--- src/rtl/odl_tx_pkg.sv ---
package odl_tx_pkg;

    typedef enum logic [1:0] {
        ST_IDLE  = 2'd0,
        ST_START = 2'd1,
        ST_DATA  = 2'd2,
        ST_STOP  = 2'd3
    } tx_state_e;

endpackage

--- src/rtl/odl_line_sync.sv ---
module odl_line_sync #(
    parameter int STAGES = 2
) (
    input  logic clk,
    input  logic rst_n,
    input  logic line_i,
    output logic line_sync_o
);

    generate
        if (STAGES <= 1) begin : g_single
            logic ff_d, ff_q;

            always_comb begin
                ff_d = line_i;
            end

            always_ff @(posedge clk or negedge rst_n) begin
                if (!rst_n) ff_q <= 1'b1;
                else        ff_q <= ff_d;
            end

            assign line_sync_o = ff_q;
        end else begin : g_chain
            logic [STAGES-1:0] ff_d, ff_q;

            always_comb begin
                ff_d = {ff_q[STAGES-2:0], line_i};
            end

            // Reset to the released (high) line level.
            always_ff @(posedge clk or negedge rst_n) begin
                if (!rst_n) ff_q <= '1;
                else        ff_q <= ff_d;
            end

            assign line_sync_o = ff_q[STAGES-1];
        end
    endgenerate

endmodule

--- src/rtl/odl_bit_timer.sv ---
module odl_bit_timer #(
    parameter int BIT_CYCLES = 16
) (
    input  logic clk,
    input  logic rst_n,
    input  logic run_i,
    input  logic restart_i,
    output logic at_half_o,
    output logic at_end_o
);

    localparam int CW   = (BIT_CYCLES > 2) ? $clog2(BIT_CYCLES) : 1;
    localparam int HALF = BIT_CYCLES / 2;
    localparam logic [CW-1:0] HALF_M1 = CW'(HALF - 1);
    localparam logic [CW-1:0] END_M1  = CW'(BIT_CYCLES - 1);

    logic [CW-1:0] count_d, count_q;

    always_comb begin
        count_d = count_q;
        if (restart_i) begin
            count_d = '0;
        end else if (run_i) begin
            if (count_q == END_M1) count_d = '0;
            else                   count_d = count_q + 1'b1;
        end
    end

    always_ff @(posedge clk or negedge rst_n) begin
        if (!rst_n) count_q <= '0;
        else        count_q <= count_d;
    end

    assign at_half_o = run_i && (count_q == HALF_M1);
    assign at_end_o  = run_i && (count_q == END_M1);

endmodule

--- src/rtl/odl_tx_fsm.sv ---
module odl_tx_fsm
    import odl_tx_pkg::*;
#(
    parameter int DATA_BITS = 8
) (
    input  logic                 clk,
    input  logic                 rst_n,
    input  logic                 start_i,
    input  logic [DATA_BITS-1:0] byte_i,
    input  logic                 line_sync_i,
    input  logic                 at_half_i,
    input  logic                 at_end_i,
    output logic                 run_o,
    output logic                 restart_o,
    output logic                 drive_low_o,
    output logic                 busy_o,
    output logic                 done_o,
    output logic                 ok_o,
    output logic                 collide_o
);

    localparam int IW = (DATA_BITS > 2) ? $clog2(DATA_BITS) : 1;
    localparam logic [IW-1:0] LAST_IDX = IW'(DATA_BITS - 1);

    typedef struct packed {
        tx_state_e            state;
        logic [DATA_BITS-1:0] shift;
        logic [IW-1:0]        idx;
        logic                 drive;
        logic                 done;
        logic                 ok;
        logic                 coll;
    } fsm_regs_t;

    fsm_regs_t r_q, r_d;
    logic      restart;

    always_comb begin
        r_d      = r_q;
        r_d.done = 1'b0;
        r_d.ok   = 1'b0;
        r_d.coll = 1'b0;
        restart  = 1'b0;

        unique case (r_q.state)
            ST_IDLE: begin
                if (start_i) begin
                    r_d.state = ST_START;
                    r_d.shift = byte_i;
                    r_d.idx   = '0;
                    restart   = 1'b1;
                end
            end
            ST_START: begin
                if (at_end_i) begin
                    r_d.state = ST_DATA;
                    restart   = 1'b1;
                end
            end
            ST_DATA: begin
                if (r_q.shift[0] && at_half_i && !line_sync_i) begin
                    // Released for a 1 but someone holds the line low.
                    r_d.state = ST_IDLE;
                    r_d.done  = 1'b1;
                    r_d.coll  = 1'b1;
                end else if (at_end_i) begin
                    restart   = 1'b1;
                    r_d.shift = r_q.shift >> 1;
                    if (r_q.idx == LAST_IDX) begin
                        r_d.state = ST_STOP;
                    end else begin
                        r_d.idx = r_q.idx + 1'b1;
                    end
                end
            end
            ST_STOP: begin
                if (at_end_i) begin
                    r_d.state = ST_IDLE;
                    r_d.done  = 1'b1;
                    r_d.ok    = 1'b1;
                end
            end
            default: r_d.state = ST_IDLE;
        endcase

        // The enable is registered from the next state to keep the line glitch free.
        r_d.drive = (r_d.state == ST_START) ||
                    ((r_d.state == ST_DATA) && !r_d.shift[0]);
    end

    always_ff @(posedge clk or negedge rst_n) begin
        if (!rst_n) begin
            r_q <= '{state: ST_IDLE, shift: '0, idx: '0,
                     drive: 1'b0, done: 1'b0, ok: 1'b0, coll: 1'b0};
        end else begin
            r_q <= r_d;
        end
    end

    assign run_o       = (r_q.state != ST_IDLE);
    assign restart_o   = restart;
    assign drive_low_o = r_q.drive;
    assign busy_o      = (r_q.state != ST_IDLE);
    assign done_o      = r_q.done;
    assign ok_o        = r_q.ok;
    assign collide_o   = r_q.coll;

endmodule

--- src/rtl/odl_byte_tx.sv ---
module odl_byte_tx #(
    parameter int BIT_CYCLES  = 16,
    parameter int DATA_BITS   = 8,
    parameter int SYNC_STAGES = 2
) (
    input  logic                 clk,
    input  logic                 rst_n,
    input  logic                 start_i,
    input  logic [DATA_BITS-1:0] byte_i,
    input  logic                 line_i,
    output logic                 drive_low_o,
    output logic                 busy_o,
    output logic                 done_o,
    output logic                 ok_o,
    output logic                 collide_o
);

    logic line_sync;
    logic at_half;
    logic at_end;
    logic run;
    logic restart;

    odl_line_sync #(
        .STAGES (SYNC_STAGES)
    ) u_sync (
        .clk         (clk),
        .rst_n       (rst_n),
        .line_i      (line_i),
        .line_sync_o (line_sync)
    );

    odl_bit_timer #(
        .BIT_CYCLES (BIT_CYCLES)
    ) u_timer (
        .clk       (clk),
        .rst_n     (rst_n),
        .run_i     (run),
        .restart_i (restart),
        .at_half_o (at_half),
        .at_end_o  (at_end)
    );

    odl_tx_fsm #(
        .DATA_BITS (DATA_BITS)
    ) u_fsm (
        .clk         (clk),
        .rst_n       (rst_n),
        .start_i     (start_i),
        .byte_i      (byte_i),
        .line_sync_i (line_sync),
        .at_half_i   (at_half),
        .at_end_i    (at_end),
        .run_o       (run),
        .restart_o   (restart),
        .drive_low_o (drive_low_o),
        .busy_o      (busy_o),
        .done_o      (done_o),
        .ok_o        (ok_o),
        .collide_o   (collide_o)
    );

endmodule

--- config.mk ---
export PLATFORM = sky130hd
export DESIGN_NAME = odl_byte_tx
export DESIGN_NICKNAME = d
export VERILOG_FILES = /design/src/rtl/odl_tx_pkg.sv /design/src/rtl/odl_line_sync.sv /design/src/rtl/odl_bit_timer.sv /design/src/rtl/odl_tx_fsm.sv /design/src/rtl/odl_byte_tx.sv
export SDC_FILE = /design/constraint.sdc
export NUM_CORES = 1
export LEC_CHECK = 0
export BUFFER_PORTS_ARGS = -buffer_cell sky130_fd_sc_hd__buf_2
export CAP_MARGIN = 15
export CORE_MARGIN = 5
export CORE_UTILIZATION = 40
export DETAILED_ROUTE_END_ITERATION = 10
export PLACE_DENSITY = 0.58
export SETUP_SLACK_MARGIN = 0.5
export SLEW_MARGIN = 30
export SYNTH_ARGS = -nofsm -noshare
export SYNTH_HDL_FRONTEND = slang
export SYNTH_SLANG_ARGS = --single-unit
--- constraint.sdc ---
create_clock -name clk -period 2.5 [get_ports clk]
set_clock_uncertainty 0.2 [all_clocks]
set_input_delay 0.625 -clock clk [delete_from_list [all_inputs] [get_ports clk]]
set_output_delay 0.625 -clock clk [all_outputs]
set_load 0.01 [all_outputs]
* Word-level counts from Yosys, hierarchy flattened
Cells that the tools add are included.
** Storage, ports and cells
- Bits in registers :: 23
** Cells by class
- Add/subtract/negate cells :: 2
- Equality and inequality tests :: 12
- Reduce and logical (&&, ||, !) cells :: 14
- Muxes and demuxes :: 22
** Operators with widths (number)
- $mux 13 :: 2
- $pmux 11 s2 :: 1
- $mux 4 :: 3
- $mux 11 :: 1
- $mux 2 :: 5
- $ne 2x2->1 const B :: 4
- $pmux 2 s4 :: 1
- $eq 2x2->1 const B :: 3
- $mux 1 :: 6
- $reduce_bool 2->1 :: 3
- $logic_and 1x1->1 :: 5
- $reduce_and 5->1 :: 1
- $add 4x1->4 const B :: 1
- $eq 2x1->1 const B :: 2
- $eq 4x3->1 const B :: 1
- $eq 4x4->1 const B :: 1
- $reduce_and 4->1 :: 1
- $add 3x1->3 const B :: 1
- $eq 3x3->1 const B :: 1
- $mux 3 :: 1
- $pmux 1 s3 :: 1
- $logic_not 1->1 :: 2
- $logic_not 2->1 :: 1
- $pmux 1 s2 :: 1
- $logic_or 1x1->1 :: 1

* Longest topological paths before layout
Gate-level depths: netlist (run 1).
- Depth after elaboration :: 9
- Gate-level depth with buffers :: 6
- Depth with buffers taken out :: 6

* By module
A second synthesis (run 1) with hierarchy kept.
** Unflattened totals
- Cells, all modules :: 99
- Area total of the unflattened synthesis :: 1107.3 um2
** Modules (own cells, without submodules)
- odl_tx_fsm :: times used 1, cells an instance 75, seq. area each 425.4 um2, area an instance 839.6 um2
- odl_bit_timer :: times used 1, cells an instance 22, seq. area each 100.1 um2, area an instance 215.2 um2
- odl_line_sync :: times used 1, cells an instance 2, seq. area each 52.6 um2, area an instance 52.6 um2

* Worst setup path before layout (run 1)
No wires, ideal clock.
- Path type :: register to register
- Start point :: reg u_timer.count_q[0]
- End point :: reg u_fsm.r_q, in the netlist u_fsm.drive_low_o
- Path slack :: 0.380 ns
- Setup time :: 0.079 ns
- Clock period less this slack :: 2.120 ns
- Stages on the path, launching flop included :: 7
- Arrival time :: 1.841 ns
- Cells stage by stage :: dfrtp_1 > ha_1 > nand4_2 > a21o_1 > a2111o_1 > a2111o_1 > mux2i_1
** RTL lines
- from (decl) :: line odl_bit_timer.sv:17 : logic [CW-1:0] count_d, count_q;
- from (signal assigned) :: line odl_bit_timer.sv:31 : else count_q <= count_d;
- to (signal assigned) :: line odl_tx_fsm.sv:93 : r_q <= '{state: ST_IDLE, shift: '0, idx: '0,
- to (signal assigned) :: line odl_tx_fsm.sv:96 : r_q <= r_d;
- to (decl) :: line odl_tx_fsm.sv:35 : fsm_regs_t r_q, r_d;

==> impl_metrics.toml, run 1 <==
[clock_network]
clock-sinks = 23
cts_tree = "built"
cts-hold-fix-buffers = 0
cts_made_buffers = 3
cts_max_path_buffers = 2
clock_insertion_delay_worst_skew_ns = 0.31
cts-root-buf = "sky130_fd_sc_hd__clkbuf_4"
clk_pin_slew_worst_paths_ns = 0.12
clock_tree.htree_level_count = 1

[placement]
portBuffers = 16
place.gp.congestion = 0.776
detailed_place_hpwl_mm = 1.53
pre_cts_ws_ns = 0.251

[timing]
hold_violations = 0
setup_repair_after_global_routing_missed_its_margin = "true"
slew_viol_final = 0
timing.final.crit_period_ns = 1.99
max_freq_mhz = 503
worstMarginPinSlew_ns = 0.508
hold_slack_ns = 0.0655
fin_ws_ns = 0.512
finalCritPeriodShare = 0.795
setup_viol = 0
timing.setup.tns_ns = 0
slew_headroom = 0.661

[setup_path]
cp.required_ns = 2.54
kind_of_end_point_of_the_critical_path = "flop"
path_class = "flop to flop"
worst_path_arrival_ns = 2.03
crit_fanout = 2
cp-start-kind = "flop"

[routing]
routed_wirelength_mm = 2.30
first_pass_iters = 5
dr_total_vias = 873
detail_route.iter0.violations = 37
wl_per_cell_um = 14.5
postRouteAntennaNets = 0
remaining_drcs = 0
detail_route.vias_per_cell = 5.53

[layout]
leading_cell_types_in_the_layout_fill_and_taps_excluded = "19 x sky130_fd_sc_hd__dfrtp_1, 15 x sky130_fd_sc_hd__buf_2, 14 x sky130_fd_sc_hd__buf_4"
areaGrowthSynthToFinish_pct = 27.3
postLayoutCoreUtil = 0.539
n_antenna_cell = 0
post_route_cells_drive_above_1_share = 0.375
layout.nets = 144
mostFrequentLayoutCell = "sky130_fd_sc_hd__dfrtp_1"

[synthesis]
top_flip_flop_cell_by_instance_count_after_synthesis = "sky130_fd_sc_hd__dfrtp_1"
synth_fp_nets = 112
netlist_instances = 97
syn_area_um2 = 1070
synth.lib_cells_used.distinct = 32
number_of_synthesized_flops_with_an_enable_pin = 0
synth_warnings = 0
synthArstFlopShare = 1.00
synth.yosys.seq_area_share = 0.541
synth_area_per_cell_um2 = 11.0
yosys_register_bits = 23

[grt]
grtUsageTotal = 0.145
via_count_of_the_first_global_routing_pass = 911
grt_antenna_before_repair = 0
grt_pass1_wl_mm = 4.04
grt-ovfl-total = 0
grt_start_max_net_pins = 24

[floorplanning]
chipHeight_um = 61.7
chipWidth_um = 61.7
io_pins = 17
fp-row-count = 18
floorplan.die_area_um2 = 3810
core_region_area_um2 = 2520
floorplan.initialDensity = 0.424

[power]
total_leakage_power_nw = 0.670
vdd_ir_drop_max_uv = 638
power_per_cell_area_nw_per_um2 = 1070

[run]
cap_viol_max_count = 0

[hold_path]
hold_path.class = "input pin to async pin"

[status]
outcome = "complete, no violations"
cell usage after synthesis, types with 2 or more instances:
cell type / n / share of area
sky130_fd_sc_hd__nand2_1: 7 / 0.025
sky130_fd_sc_hd__ha_1: 3 / 0.035
sky130_fd_sc_hd__a2111o_1: 2 / 0.021
sky130_fd_sc_hd__nor3b_1: 2 / 0.014
sky130_fd_sc_hd__buf_2: 2 / 0.0094
sky130_fd_sc_hd__inv_1: 10 / 0.035
sky130_fd_sc_hd__a222oi_1: 6 / 0.056
sky130_fd_sc_hd__o21ai_1: 4 / 0.019
sky130_fd_sc_hd__mux2i_1: 2 / 0.019
sky130_fd_sc_hd__o21ai_0: 2 / 0.0094
sky130_fd_sc_hd__dfrtp_1: 21 / 0.49
sky130_fd_sc_hd__a22oi_1: 2 / 0.014
sky130_fd_sc_hd__o31ai_1: 2 / 0.014
sky130_fd_sc_hd__nand3_1: 2 / 0.0094
sky130_fd_sc_hd__nor2_1: 9 / 0.032
sky130_fd_sc_hd__dfstp_2: 2 / 0.049
sky130_fd_sc_hd__and3_1: 4 / 0.023
stage by stage:
stage	instances	instance area [um2]	power, mW
after global routing	158	1360	1.59
after floorplan	97	1080	1.00
after CTS	156	1330	1.42
after global placement	142	1200	1.10
after detailed placement	142	1200	1.13
final	158	1360	1.45
power by group:
part           total (mW)  internal (mW)  switching (mW)
Sequential          0.649          0.510           0.139
Combinational       0.638          0.342           0.296
Clock               0.166         0.0598           0.106
Total                1.45          0.912           0.542
flip-flops by register name, indices dropped and copies added (netlist names):
register / cells
u_fsm.r_q: 13
u_fsm.ok_o: 1
u_fsm.done_o: 1
u_sync.g_chain.ff_q: 2
u_timer.count_q: 4
u_fsm.drive_low_o: 1
u_fsm.collide_o: 1
cells by family after synthesis:
group / count (synthesis) / synth area share
fa+ha+maj: 4 / 0.0445
compound gates: 24 / 0.180
flops: 23 / 0.541
buf+inv: 13 / 0.0515
simple gates: 30 / 0.153
mux: 3 / 0.0293
routing by layer:
metal | routed length, um | up-vias | track usage
met1 | 961 | 426 | 0.167
met4 | 19 | 0 | 0.0424
met5 | 0 | - | 0
met3 | 111 | 2 | 0.0440
met2 | 1200 | 21 | 0.257
li1 | - | 424 | -
critical path, cell delays in order (launching register included):
cell and delay, ns:
sky130_fd_sc_hd__dfrtp_1 0.42, sky130_fd_sc_hd__ha_4 0.17, sky130_fd_sc_hd__nand4_4 0.10, sky130_fd_sc_hd__a21o_4 0.22, sky130_fd_sc_hd__a2111o_1 0.38, sky130_fd_sc_hd__a2111o_1 0.29
sky130_fd_sc_hd__mux2i_1 0.13
path summary, 6_finish.rpt:
path	startpoint	endpoint	slack (ns)	depth (start not counted)
setup / recovery	u_timer.count_q[1]	u_fsm.drive_low_o	0.51	6
hold / removal	rst_n	u_fsm.r_q[14]	0.07	1
setup reg to reg	u_timer.count_q[1]	u_fsm.drive_low_o	0.51	6
hold reg to reg	u_sync.g_chain.ff_q[0]	u_sync.g_chain.ff_q[1]	0.17	0
max in group asynchronous	rst_n	u_fsm.r_q[16]	1.67	1
min in group clk	u_sync.g_chain.ff_q[0]	u_sync.g_chain.ff_q[1]	0.17	0
cell type report:
type	count	area (um2)
Tap cell	30	37.5
Sequential cell	23	581
Multi-Input combinational cell	61	485
Clock buffer	3	22.5
Clock inverter	1	5.00
Inverter	10	37.5
Timing Repair Buffer	30	191
Fill cell	230	1160
timing repair:
item	4_1_cts	5_1_grt
cloned	0	0
pin swaps	5	4
buffers inserted	10	2
gates resized for setup	6	5
setup endpoints to repair	2	2
Note: power is estimated with default switching activity, not from simulation.
==> run 2: changes to the inputs <==
clock period = 2 ns   (was 2.5 ns; I/O delays follow)
==> impl_metrics.toml, run 2 (synthesis gave the netlist of run 1 again) <==
[floorplanning]
core_region_area_um2 = 2520
chipWidth_um = 61.7
floorplan.die_area_um2 = 3810
floorplan.initialDensity = 0.424
chipHeight_um = 61.7
fp-row-count = 18
io_pins = 17

[routing]
wl_met2_mm = 1.28
routed_wirelength_mm = 2.59
drt-met1-wl_mm = 1.17
postRouteAntennaNets = 0
wl_per_cell_um = 15.5
dr_total_vias = 920
topRoutingLayerUsed = "met4"
detail_route.vias_per_cell = 5.51
routed-wl-met3_um = 102
remaining_drcs = 0
first_pass_iters = 4
detail_route.iter0.violations = 20

[power]
vdd_ir_drop_max_uv = 763
power_per_cell_area_nw_per_um2 = 1310
report.power.total_mw = 2.00
total_leakage_power_nw = 0.740

[placement]
place.gp.congestion = 0.827
pre_cts_ws_ns = 0.0412
placedCellCount = 147
portBuffers = 16
detailed_place_hpwl_mm = 1.57

[grt]
grtUsageTotal = 0.147
grt_pass1_wl_mm = 4.08
grt-ovfl-total = 0
grt_antenna_before_repair = 0
grt_start_max_net_pins = 24
via_count_of_the_first_global_routing_pass = 895

[timing]
hold_slack_ns = 0.0653
slew_headroom = 0.646
setup_viol = 0
timing.final.crit_period_ns = 1.99
hold_violations = 0
fin_ws_ns = 0.0112
worstMarginPinSlew_ns = 0.531
max_freq_mhz = 503
finalCritPeriodShare = 0.994
setup_repair_after_global_routing_missed_its_margin = "true"
slew_viol_final = 0

[clock_network]
clock-sinks = 23
cts_max_path_buffers = 2
clock_insertion_delay_worst_skew_ns = 0.32
clock_tree.htree_level_count = 1
clk_pin_slew_worst_paths_ns = 0.13
cts-root-buf = "sky130_fd_sc_hd__clkbuf_4"
cts_made_buffers = 3
cts_tree = "built"

[layout]
n_antenna_cell = 0
postLayoutCoreUtil = 0.604
post_route_cells_drive_above_1_share = 0.474
register_with_the_highest_flop_count = "u_fsm.r_q"
mostFrequentLayoutCell = "sky130_fd_sc_hd__dfrtp_1"
leading_cell_types_in_the_layout_fill_and_taps_excluded = "18 x sky130_fd_sc_hd__dfrtp_1, 17 x sky130_fd_sc_hd__buf_4, 15 x sky130_fd_sc_hd__buf_2"
areaGrowthSynthToFinish_pct = 42.6
largest_registers = "u_fsm.r_q: 13 flops, u_timer.count_q: 4 flops, u_sync.g_chain.ff_q: 2 flops"
finalNonFillerCells = 167
layout.nets = 153
largest_register_ff_count = 13

[hold_path]
hp-start = "line_i"
hold_path.class = "input pin to flop"

[setup_path]
cp.required_ns = 2.05
kind_of_end_point_of_the_critical_path = "flop"
worst_path_arrival_ns = 2.04
cp-start-kind = "flop"
r2r_end = "u_fsm.drive_low_o"
setup.reg_to_reg.worst_slack_ns = 0.01
worstSetupStartpoint = "u_timer.count_q[0]"
worst_setup_ep = "u_fsm.drive_low_o"
rr_worst_depth = 6
crit_fanout = 4
path_class = "flop to flop"
worstReg2RegStart = "u_timer.count_q[0]"

[status]
outcome = "complete, no violations"

[run]
cap_viol_max_count = 0
run 2: changes by cell type in the layout (fill, tap and decap cells not counted), moves of 2 or more:
cell / delta
sky130_fd_sc_hd__nor3b_1: -2
sky130_fd_sc_hd__buf_4: +3
sky130_fd_sc_hd__buf_6: +5
sky130_fd_sc_hd__ha_1: -2
sky130_fd_sc_hd__nor2_2: +2
sky130_fd_sc_hd__nor2_1: -2
run 2: critical path, cell delays in order, from the launching register on:
cell                       delay, ns
sky130_fd_sc_hd__dfrtp_1        0.42
sky130_fd_sc_hd__ha_4           0.18
sky130_fd_sc_hd__nand4_4        0.08
sky130_fd_sc_hd__a21o_1         0.20
sky130_fd_sc_hd__a2111o_1       0.40
sky130_fd_sc_hd__a2111o_1       0.31
sky130_fd_sc_hd__mux2i_1        0.14
run 2: worst min-delay path by stage:
stage	end	slack [ns]	cells after the start
after floorplan	u_fsm.collide_o	0.004	0
after global placement	u_sync.g_chain.ff_q[1]	0.15	0
after detailed placement	u_sync.g_chain.ff_q[1]	0.15	0
after CTS	u_sync.g_chain.ff_q[0]	0.06	1
after global routing	u_sync.g_chain.ff_q[0]	0.05	1
final	u_sync.g_chain.ff_q[0]	0.07	1
run 2: layout make-up:
cell class,instances,area (um2)
multi-input cells,61,557
clock inverters,1,5.00
inverters,10,40.0
fillers,217,998
clock buffers,3,22.5
well taps,30,37.5
repair buffers,39,280
flip-flops and latches,23,582
run 2: metal layers:
metal	track usage	vias up
li1	-	438
met1	0.198	460
met2	0.236	18
met3	0.0273	4
met4	0.0545	0
met5	0	-
run 2: power breakdown:
group	switching, mW	internal [mW]	total (mW)
sequential	0.145	0.639	0.784
combinational	0.445	0.555	0.999
clock	0.145	0.0749	0.220
run 2: metrics by stage:
step / TNS, ns / area, um2
floorplan: 0 / 1080
global placement: 0 / 1240
detailed placement: 0 / 1240
CTS: 0 / 1390
global route: -0.0546 / 1520
finish: 0 / 1520
run 2: timing repair:
| item | 4_1_cts | 5_1_grt |
|---|---|---|
| gates resized for setup | 9 | 21 |
| buffers inserted | 11 | 4 |
| setup endpoints to repair | 25 | 25 |
| endpoints found under the hold margin | 21 | 0 |
| pin swaps | 7 | 4 |
| hold buffers | 1 | 0 |
==> run 3: changes to the inputs <==
PLACE_DENSITY = 0.6   (was 0.58)
clock period = 1.63 ns   (was 2 ns; I/O delays follow)
==> impl_metrics.toml, run 3 (synthesis gave the netlist of run 1 again) <==
[floorplanning]
fp-row-count = 18
io_pins = 17
floorplan.die_area_um2 = 3810
core_region_area_um2 = 2520
chipHeight_um = 61.7
chipWidth_um = 61.7
floorplan.initialDensity = 0.424

[placement]
pre_cts_ws_ns = -0.266
detailed_place_hpwl_mm = 1.76
placedInstanceArea_um2 = 1340
place.gp.congestion = 0.807
portBuffers = 16
placedCellCount = 159

[layout]
post_route_cells_drive_above_1_share = 0.517
postLayoutCellArea_um2 = 1580
areaGrowthSynthToFinish_pct = 48.0
n_antenna_cell = 0
largest_registers = "u_fsm.r_q: 13 flops, u_timer.count_q: 4 flops, u_sync.g_chain.ff_q: 2 flops"
area_used_by_multi_input_combinational_logic_um2 = 532
finalNonFillerCells = 179
regArea_um2 = 582
largest_register_ff_count = 13
postLayoutCoreUtil = 0.627
fillCellCount = 206
leading_cell_types_in_the_layout_fill_and_taps_excluded = "31 x sky130_fd_sc_hd__buf_4, 18 x sky130_fd_sc_hd__dfrtp_1, 15 x sky130_fd_sc_hd__buf_2"
mostFrequentLayoutCell = "sky130_fd_sc_hd__buf_4"
layout.nets = 165
register_with_the_highest_flop_count = "u_fsm.r_q"

[clock_network]
cts-root-buf = "sky130_fd_sc_hd__clkbuf_4"
cts-hold-fix-buffers = 1
cts_max_path_buffers = 2
clock-sinks = 23
cts_made_buffers = 3
clock_tree.htree_level_count = 1
clock_insertion_delay_worst_skew_ns = 0.31
cts_tree = "built"
clk_pin_slew_worst_paths_ns = 0.13

[timing]
setup_viol = 14
finalCritPeriodShare = 1.17
slew_headroom = 0.658
setup_repair_after_global_routing_missed_its_margin = "true"
worstMarginPinSlew_ns = 0.512
hold_slack_ns = -0.152
slew_viol_final = 0
fin_ws_ns = -0.284
hold_violations = 21
timing.setup.tns_ns = -2.02
timing.final.crit_period_ns = 1.91
max_freq_mhz = 522

[grt]
grt_antenna_before_repair = 0
via_count_of_the_first_global_routing_pass = 1001
grt_pass1_wl_mm = 4.49
grt_start_max_net_pins = 24
grtUsageTotal = 0.160
grt-ovfl-total = 0

[hold_path]
hold_path.class = "input pin to async pin"

[setup_path]
kind_of_end_point_of_the_critical_path = "flop"
cp-start-kind = "flop"
cp.required_ns = 1.67
rr_worst_depth = 6
worst_path_arrival_ns = 1.96
crit_fanout = 4
path_class = "flop to flop"

[routing]
detail_route.vias_per_cell = 5.45
routed_wirelength_mm = 2.67
remaining_drcs = 0
postRouteAntennaNets = 0
dr_total_vias = 976
wl_per_cell_um = 14.9
first_pass_iters = 6
detail_route.iter0.violations = 62

[power]
power_per_cell_area_nw_per_um2 = 1580
total_leakage_power_nw = 0.793
report.power.total_mw = 2.50
vdd_ir_drop_max_uv = 865
sequentialPowerShare = 0.396
p_switching_uw = 924
cellInternalPower_mw = 1.58
comb_power_share = 0.499
power_frac_clock = 0.105
switch_share = 0.370

[status]
outcome = "complete, but fails checks"
failing_checks = "negative hold slack, negative setup slack"

[run]
cap_viol_max_count = 0
[run 3: per-layer routing]
metal  share of wire  global-route usage
met5               0                   0
met4           0.023              0.0606
met3           0.056              0.0294
met2            0.51               0.296
met1            0.41               0.179
[run 3: timing repair]
action / 4_1_cts / 5_1_grt
pin swaps: 5 / 6
setup endpoints to repair: 26 / 26
endpoints found under the hold margin: 22 / 21
buffers inserted: 8 / 7
gates resized for setup: 18 / 2
[run 3: final timing paths]
check	startpoint	end	slack, ns
max	u_timer.count_q[1]	u_fsm.drive_low_o	-0.28
min	rst_n	u_fsm.done_o	-0.15
max reg2reg	u_timer.count_q[1]	u_fsm.drive_low_o	-0.28
min reg2reg	u_sync.g_chain.ff_q[0]	u_sync.g_chain.ff_q[1]	0.16
max in group asynchronous	rst_n	u_timer.count_q[3]	1.01
min in group clk	byte_i[5]	u_fsm.r_q[12]	0.10
[run 3: power by group through the flow]
stage | Clock (mW) | Sequential [mW] | Combinational, mW
after floorplan | 0 | 0.915 | 0.653
after global routing | 0.303 | 1.01 | 1.37
after CTS | 0.268 | 0.980 | 1.14
after global placement | 0 | 0.965 | 0.931
after detailed placement | 0 | 0.974 | 0.971
final | 0.262 | 0.990 | 1.25
[run 3: area by class of cell]
type	count	area share
sequential	23	0.368
inverter	10	0.0253
timing repair buffer	51	0.229
clock inverter	1	0.00316
clock buffer	3	0.0142
tap	30	0.0237
multi-input combinational	61	0.336
[run 3: critical path, cell delays in order, from the launching register on]
cell	delay, ns
sky130_fd_sc_hd__dfrtp_1	0.42
sky130_fd_sc_hd__ha_4	0.18
sky130_fd_sc_hd__nand4_4	0.08
sky130_fd_sc_hd__a21o_1	0.18
sky130_fd_sc_hd__a2111o_1	0.37
sky130_fd_sc_hd__a2111o_1	0.29
sky130_fd_sc_hd__mux2i_1	0.13
